### src/rtl/apt_pkg.sv
package apt_pkg;
    localparam int SLOT_W      = 32;
    localparam int SAMPLE_W    = 24;
    localparam int SLOT_LG     = $clog2(SLOT_W);
    localparam int NARROW_SLOTS = 2;
    localparam int WIDE_SLOTS  = 8;
    localparam int POS_W       = $clog2(WIDE_SLOTS * SLOT_W);
    localparam int NARROW_LAST = NARROW_SLOTS * SLOT_W - 1;
    localparam int WIDE_LAST   = WIDE_SLOTS * SLOT_W - 1;

    typedef logic [SAMPLE_W-1:0] sample_t;
    typedef logic [SLOT_W-1:0]   word_t;

    // position of a sample inside its four-sample / three-word group
    typedef enum logic [1:0] {PH0, PH1, PH2, PH3} pack_ph_e;
endpackage

### src/rtl/apt_sck_gen.sv
module apt_sck_gen #(
    parameter int HALF_DIV = 2
) (
    input  logic clk,
    input  logic rst_n,
    input  logic en,
    output logic sck,
    output logic fall_tick,
    output logic rise_tick
);
    localparam int CW = (HALF_DIV > 1) ? $clog2(HALF_DIV) : 1;

    typedef struct packed {
        logic [CW-1:0] cnt;
        logic          sck;
    } gen_st_t;

    gen_st_t st_d, st_q;
    logic    tick;

    always_comb begin
        st_d      = st_q;
        tick      = en && (st_q.cnt == CW'(HALF_DIV - 1));
        fall_tick = tick && st_q.sck;
        rise_tick = tick && !st_q.sck;
        if (!en) begin
            st_d.cnt = '0;
            st_d.sck = 1'b1;
        end else if (tick) begin
            st_d.cnt = '0;
            st_d.sck = ~st_q.sck;
        end else begin
            st_d.cnt = st_q.cnt + 1'b1;
        end
    end

    always_ff @(posedge clk or negedge rst_n) begin
        if (!rst_n) begin
            st_q.cnt <= '0;
            st_q.sck <= 1'b1;
        end else begin
            st_q <= st_d;
        end
    end

    assign sck = st_q.sck;
endmodule

### src/rtl/apt_tx_unpack.sv
module apt_tx_unpack
    import apt_pkg::*;
(
    input  logic    clk,
    input  logic    rst_n,
    input  logic    en,
    input  logic    take,
    input  word_t   tx_word,
    input  logic    tx_valid,
    output logic    tx_ready,
    output logic    avail,
    output sample_t sample
);
    typedef struct packed {
        pack_ph_e ph;
        sample_t  res;
    } unp_st_t;

    unp_st_t st_d, st_q;
    sample_t res_nx;

    always_comb begin
        st_d   = st_q;
        sample = '0;
        res_nx = st_q.res;
        unique case (st_q.ph)
            PH0: begin
                sample = tx_word[23:0];
                res_nx = {16'h0, tx_word[31:24]};
            end
            PH1: begin
                sample = {tx_word[15:0], st_q.res[7:0]};
                res_nx = {8'h0, tx_word[31:16]};
            end
            PH2: begin
                sample = {tx_word[7:0], st_q.res[15:0]};
                res_nx = tx_word[31:8];
            end
            PH3: begin
                sample = st_q.res;
                res_nx = '0;
            end
        endcase
        avail    = (st_q.ph == PH3) || tx_valid;
        tx_ready = take && (st_q.ph != PH3);
        if (!en) begin
            st_d.ph  = PH0;
            st_d.res = '0;
        end else if (take && avail) begin
            st_d.ph  = pack_ph_e'(st_q.ph + 2'd1);
            st_d.res = res_nx;
        end
    end

    always_ff @(posedge clk or negedge rst_n) begin
        if (!rst_n) begin
            st_q.ph  <= PH0;
            st_q.res <= '0;
        end else begin
            st_q <= st_d;
        end
    end
endmodule

### src/rtl/apt_rx_pack.sv
module apt_rx_pack
    import apt_pkg::*;
(
    input  logic    clk,
    input  logic    rst_n,
    input  logic    en,
    input  logic    push,
    input  sample_t sample,
    input  logic    rx_ready,
    output word_t   rx_word,
    output logic    rx_valid,
    output logic    overrun
);
    typedef struct packed {
        pack_ph_e ph;
        sample_t  res;
        word_t    word;
        logic     valid;
        logic     ovr;
    } pk_st_t;

    pk_st_t  st_d, st_q;
    word_t   built;
    logic    have;
    sample_t res_nx;

    always_comb begin
        st_d   = st_q;
        built  = '0;
        have   = 1'b0;
        res_nx = st_q.res;
        unique case (st_q.ph)
            PH0: res_nx = sample;
            PH1: begin
                built  = {sample[7:0], st_q.res};
                have   = 1'b1;
                res_nx = {8'h0, sample[23:8]};
            end
            PH2: begin
                built  = {sample[15:0], st_q.res[15:0]};
                have   = 1'b1;
                res_nx = {16'h0, sample[23:16]};
            end
            PH3: begin
                built  = {sample, st_q.res[7:0]};
                have   = 1'b1;
                res_nx = '0;
            end
        endcase

        if (st_q.valid && rx_ready) st_d.valid = 1'b0;

        if (!en) begin
            st_d = '0;
        end else if (push) begin
            st_d.ph  = pack_ph_e'(st_q.ph + 2'd1);
            st_d.res = res_nx;
            if (have) begin
                if (st_d.valid) begin
                    st_d.ovr = 1'b1;
                end else begin
                    st_d.word  = built;
                    st_d.valid = 1'b1;
                end
            end
        end
    end

    always_ff @(posedge clk or negedge rst_n) begin
        if (!rst_n) st_q <= '0;
        else        st_q <= st_d;
    end

    assign rx_word  = st_q.word;
    assign rx_valid = st_q.valid;
    assign overrun  = st_q.ovr;
endmodule

### src/rtl/pcm_serial_port.sv
module pcm_serial_port
    import apt_pkg::*;
#(
    parameter int HALF_DIV = 2
) (
    input  logic        clk,
    input  logic        rst_n,
    input  logic        enable,
    input  logic        mode_wide,
    input  logic [31:0] tx_word,
    input  logic        tx_valid,
    output logic        tx_ready,
    output logic [31:0] rx_word,
    output logic        rx_valid,
    input  logic        rx_ready,
    output logic        sck,
    output logic        lrc,
    output logic        sdo,
    input  logic        sdi,
    output logic        tx_underrun,
    output logic        rx_overrun
);
    localparam logic [SLOT_LG-1:0] K_LAST = SLOT_LG'(SAMPLE_W - 1);

    typedef struct packed {
        logic [POS_W-1:0]    pos;
        logic                wide;
        logic                sdo;
        logic                lrc;
        sample_t             cur;
        logic [SAMPLE_W-2:0] rxsh;
        logic                under;
    } port_st_t;

    port_st_t st_d, st_q;

    logic               fall_tick, rise_tick;
    logic               take, tx_avail, rx_push, wrap, wide_nx;
    sample_t            tx_sample, src, tx_shift, rx_sample;
    logic [POS_W-1:0]   last, pos_nx;
    logic [SLOT_LG-1:0] k_tx, k_rx;

    apt_sck_gen #(.HALF_DIV(HALF_DIV)) u_sck (
        .clk       (clk),
        .rst_n     (rst_n),
        .en        (enable),
        .sck       (sck),
        .fall_tick (fall_tick),
        .rise_tick (rise_tick)
    );

    apt_tx_unpack u_unp (
        .clk      (clk),
        .rst_n    (rst_n),
        .en       (enable),
        .take     (take),
        .tx_word  (tx_word),
        .tx_valid (tx_valid),
        .tx_ready (tx_ready),
        .avail    (tx_avail),
        .sample   (tx_sample)
    );

    apt_rx_pack u_pack (
        .clk      (clk),
        .rst_n    (rst_n),
        .en       (enable),
        .push     (rx_push),
        .sample   (rx_sample),
        .rx_ready (rx_ready),
        .rx_word  (rx_word),
        .rx_valid (rx_valid),
        .overrun  (rx_overrun)
    );

    always_comb begin
        st_d    = st_q;
        last    = st_q.wide ? POS_W'(WIDE_LAST) : POS_W'(NARROW_LAST);
        wrap    = (st_q.pos >= last);
        pos_nx  = wrap ? '0 : st_q.pos + 1'b1;
        wide_nx = wrap ? mode_wide : st_q.wide;

        // data trails the slot boundary by one bit clock
        k_tx = pos_nx[SLOT_LG-1:0] - 1'b1;
        take = fall_tick && (k_tx == '0);
        src  = st_q.cur;
        if (take) src = tx_avail ? tx_sample : '0;
        tx_shift = src << k_tx;

        k_rx      = st_q.pos[SLOT_LG-1:0] - 1'b1;
        rx_push   = rise_tick && (k_rx == K_LAST);
        rx_sample = {st_q.rxsh, sdi};

        if (!enable) begin
            st_d      = '0;
            st_d.pos  = '1;
            st_d.wide = mode_wide;
        end else begin
            if (fall_tick) begin
                st_d.pos  = pos_nx;
                st_d.wide = wide_nx;
                st_d.lrc  = wide_nx ? (pos_nx[POS_W-1:SLOT_LG] == '0)
                                    : pos_nx[SLOT_LG];
                st_d.cur  = src;
                st_d.sdo  = (k_tx <= K_LAST) ? tx_shift[SAMPLE_W-1] : 1'b0;
                if (take && !tx_avail) st_d.under = 1'b1;
            end
            if (rise_tick && (k_rx <= K_LAST)) begin
                st_d.rxsh = {st_q.rxsh[SAMPLE_W-3:0], sdi};
            end
        end
    end

    always_ff @(posedge clk or negedge rst_n) begin
        if (!rst_n) begin
            st_q     <= '0;
            st_q.pos <= '1;
        end else begin
            st_q <= st_d;
        end
    end

    assign lrc         = st_q.lrc;
    assign sdo         = st_q.sdo;
    assign tx_underrun = st_q.under;
endmodule

### config.mk
export PLATFORM = sky130hd
export DESIGN_NAME = pcm_serial_port
export DESIGN_NICKNAME = d
export VERILOG_FILES = /design/src/rtl/apt_pkg.sv /design/src/rtl/apt_sck_gen.sv /design/src/rtl/apt_tx_unpack.sv /design/src/rtl/apt_rx_pack.sv /design/src/rtl/pcm_serial_port.sv
export SDC_FILE = /design/constraint.sdc
export NUM_CORES = 1
export LEC_CHECK = 0
export BUFFER_PORTS_ARGS = -buffer_cell sky130_fd_sc_hd__clkbuf_2
export CAP_MARGIN = 15
export CORE_MARGIN = 4
export CORE_UTILIZATION = 40
export CTS_CLUSTER_SIZE = 8
export DETAILED_ROUTE_END_ITERATION = 16
export GPL_ROUTABILITY_DRIVEN = 0
export MAX_ROUTING_LAYER = met4
export PLACE_DENSITY = 0.63
export SYNTH_ARGS = -nofsm -noshare
export SYNTH_HDL_FRONTEND = slang
export SYNTH_HIERARCHICAL = 1
export SYNTH_SLANG_ARGS = --single-unit
### constraint.sdc
create_clock -name clk -period 3.9 [get_ports clk]
set_input_delay 0.78 -clock clk [delete_from_list [all_inputs] [get_ports clk]]
set_output_delay 0.78 -clock clk [all_outputs]
set_load 0.02 [all_outputs]
# Word-level counts from Yosys, hierarchy flattened
# Index checks and enable logic that the tools add are counted.
[totals]
regBits = 147
out_inout_bits = 39
elab_cells = 93
[op_classes]
n_addsub = 6
magnitude_cmp = 3
n_eq_ne = 17
n_shift = 1
n_mux = 28
n_bitwise = 1
reduce_logical = 21
[op_table]
columns = ["op", "n"]
rows = [
  ["$pmux 24 s4", 3],
  ["$mux 60", 2],
  ["$pmux 32 s3", 1],
  ["$mux 59", 1],
  ["$mux 26", 2],
  ["$mux 24", 2],
  ["$mux 35", 1],
  ["$mux 34", 1],
  ["$mux 33", 1],
  ["$shl 24x5->24", 1],
  ["$mux 23", 1],
  ["$mux 8", 2],
  ["$ne 2x1->1 const B", 8],
  ["$le 5x5->1 const B", 2],
  ["$logic_and 1x1->1", 10],
  ["$mux 1", 10],
  ["$sub 5x1->5 const B", 2],
  ["$add 8x1->8 const B", 1],
  ["$eq 2x2->1 const B", 4],
  ["$ge 8x8->1", 1],
  ["$reduce_and 3->1", 2],
  ["$eq 5x5->1 const B", 1],
  ["$logic_not 5->1", 1],
  ["$add 2x1->2 const B", 2],
  ["other kinds (11)", 15],
]

# Longest topological paths before layout
[depth]
ltp_word = 11
depth_mapped = 19
ltp_nobuf = 15

# Hierarchy
# The synthesis kept the hierarchy.
[modules_own_cells]
columns = ["mod", "n_inst", "cells_each", "area_per_inst_um2"]
rows = [
  ["pcm_serial_port", 1, 419, 3672.3],
  ["apt_rx_pack", 1, 282, 3149.3],
  ["apt_tx_unpack", 1, 204, 1866.8],
  ["apt_sck_gen", 1, 8, 87.6],
]

# Least setup slack after synthesis
# OpenSTA, ideal clock, no wires.
[synth_path]
path_kind = "register to output"
from = "register, netlist name st_q[52]"
to = "output port tx_ready"
t_arrival_ns = 3.304
slack_ns = -0.184
path_stages_with_launch = 16
path_buffers = 4
path_cell_list = "dfstp_2 > ha_1 > buf_6 > nand3_2 > o21ai_2 > nor2_1 > inv_2 > buf_4 > buf_2 > ha_1 > nand3_1 > mux2i_1 > o211ai_2 > inv_2 > buf_1 > and2b_1"
[synth_lines]
columns = ["item", "line", "text"]
rows = [
  ["to (decl)", "pcm_serial_port.sv:12", "output logic tx_ready,"],
]

==> impl_metrics.csv <==
group,metric,value,unit
global_routing,antenna_found_initial,0,
routing,vias,6968,
sta,final_hold_viol_count,0,
pwr,power,3577,uW
logic_synthesis,synthDominantCellAreaShare,0.3935,
logic_synthesis,ys_ff_latch,147,
sta,worst_pin_slew,1.181,ns
die,dieHeight,156.1,um
final_layout,area_growth,10.17,%
sta,fin_crit,3.727,ns
routing,first_pass_iters,7,
routing,wl_per_cell,18.17,um
setup_path,slowest_stage,"dfrtp_1",
pwr,p_leak,0.004136,uW
clocking,hold_buffers,0,
sta,finalClockSkew,0.008339,ns
logic_synthesis,synth.largest_area_cell,"dfrtp_1",
setup_path,cp-end-kind,"primary output",
logic_synthesis,synthesis.area,0.008776,mm2
min_path,hp-class,"primary input to async pin",
pwr,vdd_drop_max,0.0003244,V
setup_path,startpoint,"st_q[50]",
setup_path,crit_arrival,2.95,ns
final_layout,finalNetCount,974,
clocking,clock_path_buffers,2,
sta,period_share,0.9557,
logic_synthesis,synth_area_leaders,"dfrtp_1 39%, mux2i_1 4.4%, nand2_1 4.4%",
global_routing,grt_pass1_wl,36190,um
sta,relSlewSlack,0.2128,
outcome,status,"finished, final reports clean",
routing,drt-total-wl,21920,um
pwr,intPower,2614,uW
pwr,switching_share,0.2694,
die,die-area,0.02437,mm2
pwr,p_comb_frac,0.118,
setup_path,worstPathRequired,3.12,ns
logic_synthesis,synth_cell_types,72,
final_layout,mostFrequentLayoutCell,"dfrtp_1",
logic_synthesis,synth_nets,969,
logic_synthesis,syn_avg_cell_area,9.612,um2
setup_path,r2r-start,"st_q[50]",
setup_path,cp_max_fo,4,
placed_design,dp.cells,1169,
setup_path,crit_chain,"inv_1, ha_1, nand4_1, buf_4, o21ai_4, nor2_4, inv_2, ha_2, nand3_1, mux2i_2, o211ai_2, inv_2, and2b_1, clkbuf_2",
sta,fmax,268.3,MHz
die,die_w,156.1,um
logic_synthesis,synth_edf_count,0,
die,rows,53,
die,io_pins,78,
die,coreArea,0.02129,mm2
sta,setup_violations,0,
routing,ant_nets,0,
final_layout,final_cell_mix,"138 x dfrtp_1, 102 x nand2_1, 75 x clkbuf_2",
pwr,p_per_area,370.0,mW/mm2
clocking,cts.sinks,147,
global_routing,gr-total-overflow,0,
final_layout,drive_gt1_frac,0.1998,
final_layout,diodes,0,
pwr,seq_power_share,0.437,
global_routing,grt_usage,0.1867,
placed_design,dp_hpwl,14060,um
run,drv_cap,0,
global_routing,grt_pass1_vias,6636,
clocking,cts_tree,"done",
routing,routed_via_density,5.778,
clocking,cts_buffers,17,
setup_path,crit_type,"flip-flop to primary output",
routing,route.detailed.drc,0,
logic_synthesis,synth_top_flop_cell,"dfrtp_1",
logic_synthesis,synth_cells,913,
setup_path,cp-start-kind,"flip-flop",
logic_synthesis,synthArstFlopShare,1.000,
placed_design,dp_slack,0.1440,ns
pwr,clkPwrFrac,0.445,
logic_synthesis,yosys_warnings,6,
clocking,root_buffer,"clkbuf_16",
final_layout,stdcell_count,1206,
setup_path,cpMostUsedCell,"inv_2",
sta,setup_slack,0.1728,ns
clocking,clk_pin_slew,0.06,ns
die,initial_core_util,0.4123,
clocking,clock_latency,0.43,ns
final_layout,fin_util,0.4542,
setup_path,max_stage_delay,0.36,ns
placed_design,port_buffers,77,
sta,maxSlewViolCount,0,
routing,drtIter0Drc,556,
global_routing,grt_max_degree,65,
logic_synthesis,ys_seq_area_frac,0.4204,
sta,worst_hold_slack,0.2803,ns
pwr,p_switching,963.7,uW
clocking,htree_levels,4,
==> final cells by class <==
| type | instances | area [um2] |
|---|---|---|
| clock buffers | 19 | 442.9 |
| multi-input cells | 621 | 4359 |
| well taps | 275 | 344.1 |
| repair buffers | 102 | 598.1 |
| flip-flops and latches | 147 | 3690 |
| inverters | 29 | 108.9 |
| clock inverters | 13 | 125.1 |
| fillers | 2019 | 11620 |
==> Yosys cell counts (12+ instances only) <==
cell / instances
clkbuf_1: 33
nor2_1: 16
nor2b_1: 28
nand2b_1: 15
a21boi_0: 32
buf_6: 12
a21oi_1: 33
nand3_1: 55
o21ai_0: 43
o2bb2ai_1: 24
inv_1: 27
dfrtp_1: 138
mux2i_1: 39
buf_4: 38
a22oi_1: 32
buf_2: 27
a222oi_1: 24
ha_1: 17
a22o_1: 24
nand2_1: 102
a221oi_1: 16
==> critical path, delay by kind of cell (launching register included) <==
family | cells | cell delay (ns)
buffers and inverters | 5 | 0.59
and+or+nand+nor | 4 | 0.49
AOI/OAI and AO/OA | 2 | 0.28
muxes | 1 | 0.24
DFF | 1 | 0.36
adders and majority gates | 2 | 0.56
==> kinds of logic (layout without fill, tap and decap cells) <==
logic type / after synthesis / after routing / synth area share
compound gates: 275 / 275 / 0.2402
xor+xnor: 10 / 10 / 0.01084
fa+ha+maj: 17 / 17 / 0.02424
buf+inv: 145 / 163 / 0.09253
flops: 147 / 147 / 0.4204
mux: 42 / 42 / 0.04876
simple gates: 277 / 277 / 0.1630
==> final timing paths <==
check                                endpoint  slack, ns  cells after the start
hold / removal                 u_unp/st_q[17]       0.28                      1
max in group asynchronous       rx_sample[17]       2.74                      2
setup / recovery                     tx_ready       0.17                     14
setup reg to reg                u_unp/st_q[0]       0.46                     16
hold reg to reg            u_pack/rx_word[22]       0.49                      1
min in group clk           u_pack/rx_word[22]       0.49                      1
==> routing by layer <==
metal | routed length [um] | vias to the layer above | track usage
met1 | 10890 | 3409 | 0.2838
met5 | 0 | - | -
met4 | 210 | 0 | 0.04587
met2 | 9485 | 225 | 0.2525
met3 | 1327 | 19 | 0.03856
li1 | - | 3315 | -
==> power by group through the flow <==
stage | Combinational, uW | Clock (uW) | Sequential, uW
final | 422 | 1590 | 1560
after detailed placement | 393 | 0 | 1590
after floorplan | 267 | 0 | 1580
after CTS | 407 | 1630 | 1560
after global placement | 391 | 0 | 1590
after global routing | 470 | 1700 | 1560
==> per-stage QoR <==
step / setup TNS, ns / cell area, um2
floorplan: 0 / 8792
global placement: 0 / 9010
detailed placement: 0 / 9010
CTS: 0 / 9617
global route: -0.01820 / 9668
finish: 0 / 9668
==> state kept, by name (all words and copies together), names as in the netlist <==
signal           flops
tx_underrun          1
u_pack/rx_valid      1
rx_sample           23
u_pack/overrun       1
st_q                33
u_sck/st_q           1
sdo                  1
u_sck/sck            1
u_pack/rx_word      32
lrc                  1
u_unp/st_q          26
u_pack/st_q         26
==> what timing repair did <==
| item | CTS | global route |
|---|---|---|
| buffers inserted | 3 | 2 |
| pin swaps | 1 | 2 |
| resized for setup | 3 | 7 |
| endpoints found under the setup margin | 1 | 1 |
| endpoints found under the hold margin | 0 | 0 |
No activity file was read; power rests on OpenSTA's default activity.
